## config.mk

```make
export PLATFORM = sky130hd
export DESIGN_NAME = pm_scan_ctrl
export DESIGN_NICKNAME = d
export VERILOG_FILES = /design/src/rtl/pm_scan_pkg.sv /design/src/rtl/pm_scan_seq.sv /design/src/rtl/pm_scan_addr.sv /design/src/rtl/pm_scan_drive.sv /design/src/rtl/pm_scan_ctrl.sv
export SDC_FILE = /design/constraint.sdc
export NUM_CORES = 1
export LEC_CHECK = 0
export CELL_PAD_IN_SITES_DETAIL_PLACEMENT = 0
export CELL_PAD_IN_SITES_GLOBAL_PLACEMENT = 2
export CORE_ASPECT_RATIO = 0.8
export CORE_MARGIN = 1
export CORE_UTILIZATION = 30
export CTS_CLUSTER_SIZE = 14
export DETAILED_ROUTE_END_ITERATION = 16
export DONT_BUFFER_PORTS = 1
export GPL_TIMING_DRIVEN = 0
export PLACE_DENSITY_LB_ADDON = 0.1
export SLEW_MARGIN = 20
export SYNTH_ARGS = -nofsm -noshare
export SYNTH_HDL_FRONTEND = slang
export SYNTH_SLANG_ARGS = --single-unit
```

## constraint.sdc

```tcl
create_clock -name clk -period 2.8 [get_ports clk]
set_input_delay 0.14 -clock clk [delete_from_list [all_inputs] [get_ports clk]]
set_output_delay 0.14 -clock clk [all_outputs]
set_load 0.01 [all_outputs]
```

## src/rtl/pm_scan_pkg.sv

```systemverilog
package pm_scan_pkg;

    typedef enum logic [2:0] {
        ST_IDLE,
        ST_SHIFT,
        ST_STEP,
        ST_HOLD,
        ST_CLEAR,
        ST_FIN
    } scan_st_e;

    typedef struct packed {
        logic busy;
        logic done;
        logic pol;
        logic row_start;
        logic row_clk;
        logic col_start;
        logic col_clk;
        logic col_data;
        logic col_latch;
    } scan_drv_t;

    localparam scan_drv_t DRV_RESET = '0;

    function automatic int max2(input int a, input int b);
        return (a > b) ? a : b;
    endfunction

endpackage

```

## src/rtl/pm_scan_seq.sv

```systemverilog
module pm_scan_seq
    import pm_scan_pkg::*;
#(
    parameter int ROWS = 16,
    parameter int COLS = 32,
    parameter int DIV  = 4,
    parameter int HOLD = 8,
    localparam int RW = $clog2(ROWS),
    localparam int CW = $clog2(COLS),
    localparam int TW = $clog2(max2(DIV, HOLD) + 1)
) (
    input  logic          clk,
    input  logic          rst,
    input  logic          req,
    output scan_st_e      st,
    output logic [TW-1:0] tick,
    output logic [CW-1:0] col,
    output logic [RW-1:0] row
);

    localparam logic [TW-1:0] TICK_SLOT = TW'(DIV - 1);
    localparam logic [TW-1:0] TICK_HOLD = TW'(HOLD - 1);
    localparam logic [CW-1:0] COL_LAST  = CW'(COLS - 1);
    localparam logic [RW-1:0] ROW_LAST  = RW'(ROWS - 1);

    always_ff @(posedge clk) begin
        if (rst) begin
            st   <= ST_IDLE;
            tick <= '0;
            col  <= '0;
            row  <= '0;
        end else begin
            case (st)
                ST_IDLE: begin
                    tick <= '0;
                    col  <= '0;
                    row  <= '0;
                    if (req) st <= ST_SHIFT;
                end
                ST_SHIFT: begin
                    if (tick == TICK_SLOT) begin
                        tick <= '0;
                        if (col == COL_LAST) begin
                            col <= '0;
                            st  <= ST_STEP;
                        end else begin
                            col <= col + 1'b1;
                        end
                    end else begin
                        tick <= tick + 1'b1;
                    end
                end
                ST_STEP: begin
                    if (tick == TICK_SLOT) begin
                        tick <= '0;
                        st   <= ST_HOLD;
                    end else begin
                        tick <= tick + 1'b1;
                    end
                end
                ST_HOLD: begin
                    if (tick == TICK_HOLD) begin
                        tick <= '0;
                        if (row == ROW_LAST) begin
                            st <= ST_CLEAR;
                        end else begin
                            row <= row + 1'b1;
                            st  <= ST_SHIFT;
                        end
                    end else begin
                        tick <= tick + 1'b1;
                    end
                end
                ST_CLEAR: begin
                    if (tick == TICK_SLOT) begin
                        tick <= '0;
                        st   <= ST_FIN;
                    end else begin
                        tick <= tick + 1'b1;
                    end
                end
                default: st <= ST_IDLE;
            endcase
        end
    end

endmodule

```

## src/rtl/pm_scan_addr.sv

```systemverilog
module pm_scan_addr #(
    parameter int ROWS = 16,
    parameter int COLS = 32,
    localparam int RW = $clog2(ROWS),
    localparam int CW = $clog2(COLS),
    localparam int AW = $clog2(ROWS * COLS)
) (
    input  logic [RW-1:0] row,
    input  logic [CW-1:0] col,
    output logic [AW-1:0] addr
);

    localparam bit COLS_POW2 = ((COLS & (COLS - 1)) == 0);

    generate
        if (COLS_POW2) begin : g_concat
            assign addr = AW'({row, col});
        end else begin : g_mult
            assign addr = AW'(int'(row) * COLS + int'(col));
        end
    endgenerate

endmodule

```

## src/rtl/pm_scan_drive.sv

```systemverilog
module pm_scan_drive
    import pm_scan_pkg::*;
#(
    parameter int ROWS = 16,
    parameter int COLS = 32,
    parameter int DIV  = 4,
    parameter int HOLD = 8,
    localparam int RW = $clog2(ROWS),
    localparam int CW = $clog2(COLS),
    localparam int TW = $clog2(max2(DIV, HOLD) + 1)
) (
    input  logic          clk,
    input  logic          rst,
    input  scan_st_e      st,
    input  logic [TW-1:0] tick,
    input  logic [CW-1:0] col,
    input  logic [RW-1:0] row,
    input  logic          fb_rdata,
    output scan_drv_t     q
);

    localparam int HALF = DIV / 2;
    localparam logic [TW-1:0] T_HALF = TW'(HALF);
    localparam logic [TW-1:0] T_ONE  = TW'(1);

    scan_drv_t d;
    logic      pulse;

    assign pulse = (tick >= T_ONE) && (tick <= T_HALF);

    always_comb begin
        d           = q;
        d.done      = 1'b0;
        d.row_start = 1'b0;
        d.row_clk   = 1'b0;
        d.col_start = 1'b0;
        d.col_clk   = 1'b0;
        d.col_latch = 1'b0;
        d.busy      = (st == ST_SHIFT) || (st == ST_STEP) ||
                      (st == ST_HOLD)  || (st == ST_CLEAR);
        case (st)
            ST_SHIFT: begin
                d.col_clk   = (tick >= T_HALF);
                d.col_start = (col == '0);
                if (tick == T_ONE) d.col_data = fb_rdata;
            end
            ST_STEP: begin
                d.row_start = (row == '0);
                d.row_clk   = pulse;
                d.col_latch = pulse;
            end
            ST_CLEAR: begin
                d.row_clk = pulse;
            end
            ST_FIN: begin
                d.done = 1'b1;
                d.pol  = ~q.pol;
            end
            default: ;
        endcase
    end

    always_ff @(posedge clk) begin
        if (rst) q <= DRV_RESET;
        else     q <= d;
    end

endmodule

```

## src/rtl/pm_scan_ctrl.sv

```systemverilog
module pm_scan_ctrl
    import pm_scan_pkg::*;
#(
    parameter int ROWS = 16,
    parameter int COLS = 32,
    parameter int DIV  = 4,
    parameter int HOLD = 8,
    localparam int AW = $clog2(ROWS * COLS)
) (
    input  logic          clk,
    input  logic          rst,
    input  logic          refresh_req,
    output logic          busy,
    output logic          done,
    output logic          polarity,
    output logic          row_start,
    output logic          row_clk,
    output logic          col_start,
    output logic          col_clk,
    output logic          col_data,
    output logic          col_latch,
    output logic [AW-1:0] fb_addr,
    input  logic          fb_rdata
);

    localparam int RW = $clog2(ROWS);
    localparam int CW = $clog2(COLS);
    localparam int TW = $clog2(max2(DIV, HOLD) + 1);

    scan_st_e      st;
    logic [TW-1:0] tick;
    logic [CW-1:0] col;
    logic [RW-1:0] row;
    scan_drv_t     drv;

    pm_scan_seq #(.ROWS(ROWS), .COLS(COLS), .DIV(DIV), .HOLD(HOLD)) u_seq (
        .clk  (clk),
        .rst  (rst),
        .req  (refresh_req),
        .st   (st),
        .tick (tick),
        .col  (col),
        .row  (row)
    );

    pm_scan_addr #(.ROWS(ROWS), .COLS(COLS)) u_addr (
        .row  (row),
        .col  (col),
        .addr (fb_addr)
    );

    pm_scan_drive #(.ROWS(ROWS), .COLS(COLS), .DIV(DIV), .HOLD(HOLD)) u_drv (
        .clk      (clk),
        .rst      (rst),
        .st       (st),
        .tick     (tick),
        .col      (col),
        .row      (row),
        .fb_rdata (fb_rdata),
        .q        (drv)
    );

    assign busy      = drv.busy;
    assign done      = drv.done;
    assign polarity  = drv.pol;
    assign row_start = drv.row_start;
    assign row_clk   = drv.row_clk;
    assign col_start = drv.col_start;
    assign col_clk   = drv.col_clk;
    assign col_data  = drv.col_data;
    assign col_latch = drv.col_latch;

endmodule

```

==> summary.txt, run 1 <==
Clock tree
  – Clock Latency Late Sink: 0.28 ns
  – CTS buffer count: 3
  – Post-CTS setup buffers: 0
  – CTS tree: done
  – # H-tree levels: 1
  – CTS Hold Bufs: 0
  – Post-CTS resize count: 0
  – Clock Tree Buf Depth: 2
  – Clock Sinks: 25
  – CTS clock-pin slew for the worst setup and hold paths: 0.10 ns
  – Root Driver: clkbuf_8

Timing
  – Tmin final: 2.485 ns
  – Setup TNS: 0 ns
  – Final setup viols: 0
  – Worst-case clock skew: 0.008007 ns
  – Slew @ Worst Pin: 0.9076 ns
  – Final Max Slew Viols: 0
  – Peak Freq: 402.4 MHz
  – Period Utilization, post-route: 88.76%
  – RSZ-0062 raised after global routing: no
  – Relative slew slack: 39.03%
  – Fin. Hold Viols: 0

Logic synthesis
  – Synthesized area: 1365 um2
  – Synthesis Warnings: 0
  – FF+latch count, synth: 25
  – Net count after synthesis: 176
  – Leading register cell type out of synthesis: dfxtp_1
  – Share of the synthesized area in the top cell type: 36.66%
  – Sequential area share after synthesis: 36.66%
  – Ranking of synthesized cells by area: dfxtp_1, ha_1, a21oi_1
  – Yosys top cell by area: dfxtp_1
  – Unique masters post-synth: 42
  – Ys async rst share: 0%
  – Syn avg cell area: 8.375 um2
  – EDFF count, synth: 0
  – Synthesized instance count: 163

Worst setup path
  – Worst r2r dst: u_seq.col[3]$_SDFFE_PP0P_
  – Kind of critical path: flop to flop
  – CP Max Fanout: 6
  – Stages on the worst setup path: 6
  – CP peak stage delay: 0.70 ns
  – Crit-path cells: ha_1 > and3_1 > ha_1 > or4b_2 > or4_1 > a21oi_1
  – R2R depth: 6
  – Critical Path RT: 3.01 ns
  – Crit. End Element: flop
  – RR Startpoint: u_seq.col[0]$_SDFFE_PP0P_
  – Worst path top cell family by delay: simple AND/OR/NAND/NOR gates
  – WP buf/inv: 0
  – Critical Path Most Common Cell: ha_1
  – Startpoint Class: flop
  – Reg2Reg Setup Slack: 0.31 ns
  – CP max-delay cell: or4b_2
  – Crit path arrival time: 2.70 ns

Hold path
  – Hold endpoint: u_drv.q[1]$_SDFFE_PP0P_
  – Worst Hold Class: input pin to flop
  – Hold path start: fb_rdata
  – WHS Path Cells: 2

Global route
  – Vias in the first global route: 1135
  – Total track usage: 15.54%
  – First-pass GRT wire length: 5892 um
  – Grt ovf: 0
  – Largest net degree at the start of global routing: 17
  – Initial antenna violation count: 0

Placed design
  – # port buffers: 0
  – Detailed placer's ending HPWL: 2486 um
  – Gpl congestion: 0.8086
  – Cell area after placement: 1436 um2

Power
  – Leakage power: 0.0005127 uW
  – Max VDD drop: 0.2781 mV
  – Power Density: 496.8 nW/um2

Die
  – Starting Density: 31.87%
  – Die height: 62.34 um
  – Core box area: 4283 um2
  – Die width: 77.42 um
  – Die area: 4826 um2
  – # IOs: 22
  – Num rows: 21

Routing
  – Post-Route WL: 3435 um
  – Initial DRC Count: 65
  – Routed WL per cell: 15.33 um
  – Antenna-violating nets left: 0
  – Drt via density: 5.179
  – DRC viols: 0
  – Initial DRT Pass Iterations: 4
  – DR vias: 1160

Run status
  – Status: finished clean

Final layout
  – Ant diodes: 0
  – Nets@finish: 181
  – Area grow syn2layout: 8.891%
  – Final instance area: 1486 um2
  – Multi-input logic area: 793.3 um2
  – Layout cells sized above 1: 8.383%
  – FILL cells: 453
  – FF+latch area: 500.5 um2

Job
  – Total of max-cap violations: 0
==> registers in the layout, indices dropped and copies added (netlist names) <==
name,count
u_seq.tick,4
u_drv.q,9
u_seq.st,3
u_seq.col,5
u_seq.row,4
==> layout make-up <==
type,count,area share (%)
clock buffer,3,2.778
tap,57,4.798
buffer,10,2.525
clock inverter,1,0.5892
sequential,25,33.67
multi-input combinational,119,53.37
inverter,9,2.273
==> routing by layer <==
layer | GRT usage [%] | vias up | part of all wire [%]
met5 | 0 | - | 0
met4 | 2.830 | 0 | 0
met3 | 4.706 | 0 | 6.7
met2 | 21.68 | 29 | 40
met1 | 23.25 | 542 | 53
li1 | - | 589 | -
==> through the flow <==
stage                     cells  power, uW  util (%)  setup slack (ns)  hold slack [ns]
after floorplan             163      473.2         -            0.5242           0.2839
after global placement      220      508.5     33.54            0.3790           0.2930
after detailed placement    220      508.7     33.54            0.3593           0.3011
after CTS                   224      751.6     34.71            0.3172         0.009912
after global routing        224      781.3     34.71            0.1778          0.03010
final                       224      738.5     34.71            0.3147          0.01910
==> worst reg2reg max path: stages (launching register included) <==
cell and delay, ns:
dfxtp_1 0.40, ha_1 0.27, and3_1 0.20, ha_1 0.21, or4b_2 0.70, or4_1 0.49, a21oi_1 0.14
==> logic make-up after synthesis <==
group | synth area share, %
AOI/OAI and AO/OA | 13.57
DFF | 36.66
adders and majority gates | 8.249
muxes | 3.850
xor gates and xnor gates | 1.283
buffers and inverters | 5.225
and+or+nand+nor | 31.16
==> layout by cell type, fill, tap and decap left out, drive strengths merged, types with 4 or more instances in the layout <==
master and n:
nor4 6, nand3 4, inv 10, nor3 6, dfxtp 25, nor2 13, ha 9, a21oi 11
nand2 11, o21ai 7, clkbuf 13
==> how the worst max path moves through the flow <==
stage | end | slack [ns] | from
after CTS | u_seq.col[3]$_SDFFE_PP0P_ | 0.32 | u_seq.col[0]$_SDFFE_PP0P_
after global routing | u_seq.col[3]$_SDFFE_PP0P_ | 0.18 | u_seq.col[0]$_SDFFE_PP0P_
after detailed placement | u_seq.col[3]$_SDFFE_PP0P_ | 0.36 | u_seq.col[0]$_SDFFE_PP0P_
final | u_seq.col[3]$_SDFFE_PP0P_ | 0.31 | u_seq.col[0]$_SDFFE_PP0P_
after floorplan | u_seq.col[3]$_SDFFE_PP0P_ | 0.52 | u_seq.col[0]$_SDFFE_PP0P_
after global placement | u_seq.col[3]$_SDFFE_PP0P_ | 0.38 | u_seq.col[0]$_SDFFE_PP0P_
==> cell usage after synthesis (4+ instances only) <==
cell type and number:
nor4_1 6, ha_1 9, nand2_1 11, a21oi_1 11, dfxtp_1 25, nor3_1 6, clkbuf_1 10, o21ai_0 7
inv_1 9, nor2_1 13, nand3_1 4
==> report_power, final <==
| part | internal [uW] | switching [uW] | total (uW) |
|---|---|---|---|
| logic | 43.6 | 78.6 | 122 |
| registers | 366 | 12.4 | 379 |
| clock network | 105 | 133 | 237 |
| total | 515 | 224 | 738 |
Note: power is estimated with default switching activity, not from simulation.
==> run 2, diff against run 1 <==
- ABC_AREA: unset -> 1
- SYNTH_HIERARCHICAL: unset -> 1
- clock period: 2.8 -> 2.2 ns (I/O delays scaled with it)
==> run 2 against run 1 <==
Compared with the run above:
- global-route usage down 2.1 points
- utilization down 0.17 points
- cell count up 29%
- routed wire length down 11%
- worst setup slack better by 0.20 ns
- combinational power rose to 5.9 times the previous value
- first-iteration DRC count up 3.1%
- highest routed layer is now met4
==> summary.txt, run 2 <==
Run status
  – Status: finished clean

Final layout
  – Most frequent cells in the layout: nand2_1, inv_1, nor2_1, dfxtp_1, nand3_1
  – Largest register by flop count: u_drv/q
  – Area grow syn2layout: 9.091%
  – Nets@finish: 238
  – Biggest regs: u_drv/q: 9 flops, u_seq/col: 5 flops
  – Ant diodes: 0
  – Final Core Density: 34.53%
  – FILL cells: 510
  – Max reg flops: 9
  – Most common cell after layout, fill and taps aside: nand2_1
  – Multi-input logic area: 743.2 um2
  – Layout cells sized above 1: 14.85%
  – FF+latch area: 500.5 um2

Worst setup path
  – Crit path arrival time: 1.90 ns
  – CP Max Fanout: 5
  – Kind of critical path: flop to flop
  – Reg2Reg Setup Slack: 0.51 ns
  – Startpoint Class: flop
  – Critical Path RT: 2.42 ns
  – Crit. End Element: flop

Power
  – Max VDD drop: 0.3295 mV
  – Final Power: 1645 uW
  – Leakage power: 0.0007704 uW
  – Power Density: 1024 nW/um2

Routing
  – Routed WL per cell: 10.61 um
  – Antenna-violating nets left: 0
  – Drt via density: 4.443
  – DR vias: 1284
  – Post-Route WL: 3065 um
  – Initial DRT Pass Iterations: 4
  – Initial DRC Count: 67
  – DRC viols: 0

Die
  – Die height: 64.67 um
  – # IOs: 22
  – Die width: 80.34 um
  – Core box area: 4652 um2
  – Starting Density: 31.66%
  – Num rows: 22
  – Die area: 5195 um2

Logic synthesis
  – Post-Synth Adder-Cell Area: 3.398%
  – Post-Synth Simple-Gate Area: 38.91%
  – Synthesized instance count: 224
  – Post-synthesis xor/xnor area fraction: 1.189%
  – Most instantiated cells after synthesis: nand2_1, inv_1, nor2_1
  – Unique masters post-synth: 24
  – Post-synthesis mux area share: 0%
  – Synthesis Warnings: 6
  – FF+latch count, synth: 25
  – Synthesized area: 1473 um2
  – Ys async rst share: 0%
  – Leading register cell type out of synthesis: dfxtp_1
  – Syn avg cell area: 6.574 um2
  – Top-count cell post-synth: nand2_1
  – Sequential area share after synthesis: 33.98%
  – Compound-gate portion of the synthesized area: 6.967%
  – Share of the synthesized area in the top cell type: 33.98%
  – Yosys top cell by area: dfxtp_1
  – Ranking of synthesized cells by area: dfxtp_1, nand2_1, inv_1
  – Net count after synthesis: 232
  – EDFF count, synth: 0
  – Largest family of logic cells by synthesized area: simple AND/OR/NAND/NOR gates

Placed design
  – Detailed placer's ending HPWL: 2378 um
  – Gpl congestion: 0.9198
  – # port buffers: 0

Clock tree
  – # H-tree levels: 1
  – Root Driver: clkbuf_8
  – CTS tree: done
  – Post-CTS setup buffers: 0
  – CTS clock-pin slew for the worst setup and hold paths: 0.09 ns
  – Clock Tree Buf Depth: 2
  – Clock Sinks: 25
  – Clock Latency Late Sink: 0.27 ns
  – CTS buffer count: 3

Timing
  – Final Max Slew Viols: 0
  – Fin. Hold Viols: 0
  – Tmin final: 1.686 ns
  – RSZ-0062 raised after global routing: no
  – Period Utilization, post-route: 76.66%
  – Slew @ Worst Pin: 0.4451 ns
  – Relative slew slack: 70.29%
  – Peak Freq: 593.0 MHz
  – Hold_ws: 0.05966 ns
  – Worst-case clock skew: 0.003490 ns
  – Final setup viols: 0
  – Setup TNS: 0 ns

Global route
  – Global route hottest layer: met2
  – Met2 GRT Util: 20.51%
  – Vias in the first global route: 1196
  – Grt ovf: 0
  – Initial antenna violation count: 0
  – M1 GR Usage: 18.83%
  – Total track usage: 13.45%
  – Largest net degree at the start of global routing: 16
  – Met3 usage: 3.662%
  – First-pass GRT wire length: 5409 um

Hold path
  – Worst Hold Class: input pin to flop

Job
  – Total of max-cap violations: 0
run 2: path summary, 6_finish.rpt:
kind                             start  depth (start not counted)                         to
max reg2reg  u_seq/col[0]$_SDFFE_PP0P_                         12   u_seq/st[2]$_SDFFE_PP0P_
min                           fb_rdata                          4    u_drv/q[1]$_SDFFE_PP0P_
max          u_seq/col[0]$_SDFFE_PP0P_                         12   u_seq/st[2]$_SDFFE_PP0P_
min reg2reg  u_seq/col[4]$_SDFFE_PP0P_                          2  u_seq/col[4]$_SDFFE_PP0P_
run 2: cell type report:
cell class,instances,share of cell area (%)
multi-input cells,148,46.26
flip-flops and latches,25,31.15
inverters,41,9.579
plain buffers,10,4.673
well taps,60,4.673
clock buffers,3,2.570
repair buffers,1,0.6231
clock inverters,1,0.4673
run 2: routing by layer:
metal  wire, um  share of wire, %
met1       1658                54
met2       1251                41
met3        137               4.5
met4         18              0.59
met5          0                 0
run 2: per-stage QoR:
step / cell area, um2 / instances / setup WS, ns
2_1_floorplan: 1473 / 224 / 0.7619
4_1_cts: 1607 / 289 / 0.4934
3_3_place_gp: 1548 / 284 / 0.5348
6_report: 1607 / 289 / 0.5135
3_5_place_dp: 1548 / 284 / 0.5331
5_1_grt: 1607 / 289 / 0.3257
run 2: cell families (layout without fill, tap and decap cells):
kind of cell | Yosys count | in the layout
buf+inv | 51 | 56
simple gates | 124 | 124
flops | 25 | 25
compound gates | 18 | 18
fa+ha+maj | 4 | 4
xor+xnor | 2 | 2
run 2: what timing repair did:
action | 4_1_cts | 5_1_grt
hold endpoints to repair | 10 | 0
gates resized for setup | 0 | 0
hold buffers | 1 | 0
run 2: worst max-delay path, cell delays in order, from the launching register on:
cell and delay (ns):
dfxtp_1 0.41, ha_1 0.19, inv_1 0.05, nor3_1 0.16
ha_1 0.18, inv_1 0.04, nand3_1 0.09, nand2_1 0.06
inv_1 0.13, nand3_2 0.12, nand2_1 0.08, inv_1 0.04
nor2_2 0.08
run 2: where the power goes:
group | switching [uW] | internal, uW | leakage, uW
combinational | 472 | 250 | 0.000545
sequential | 109 | 531 | 0.000203
clock | 155 | 128 | 0.0000217
total | 736 | 909 | 0.000770
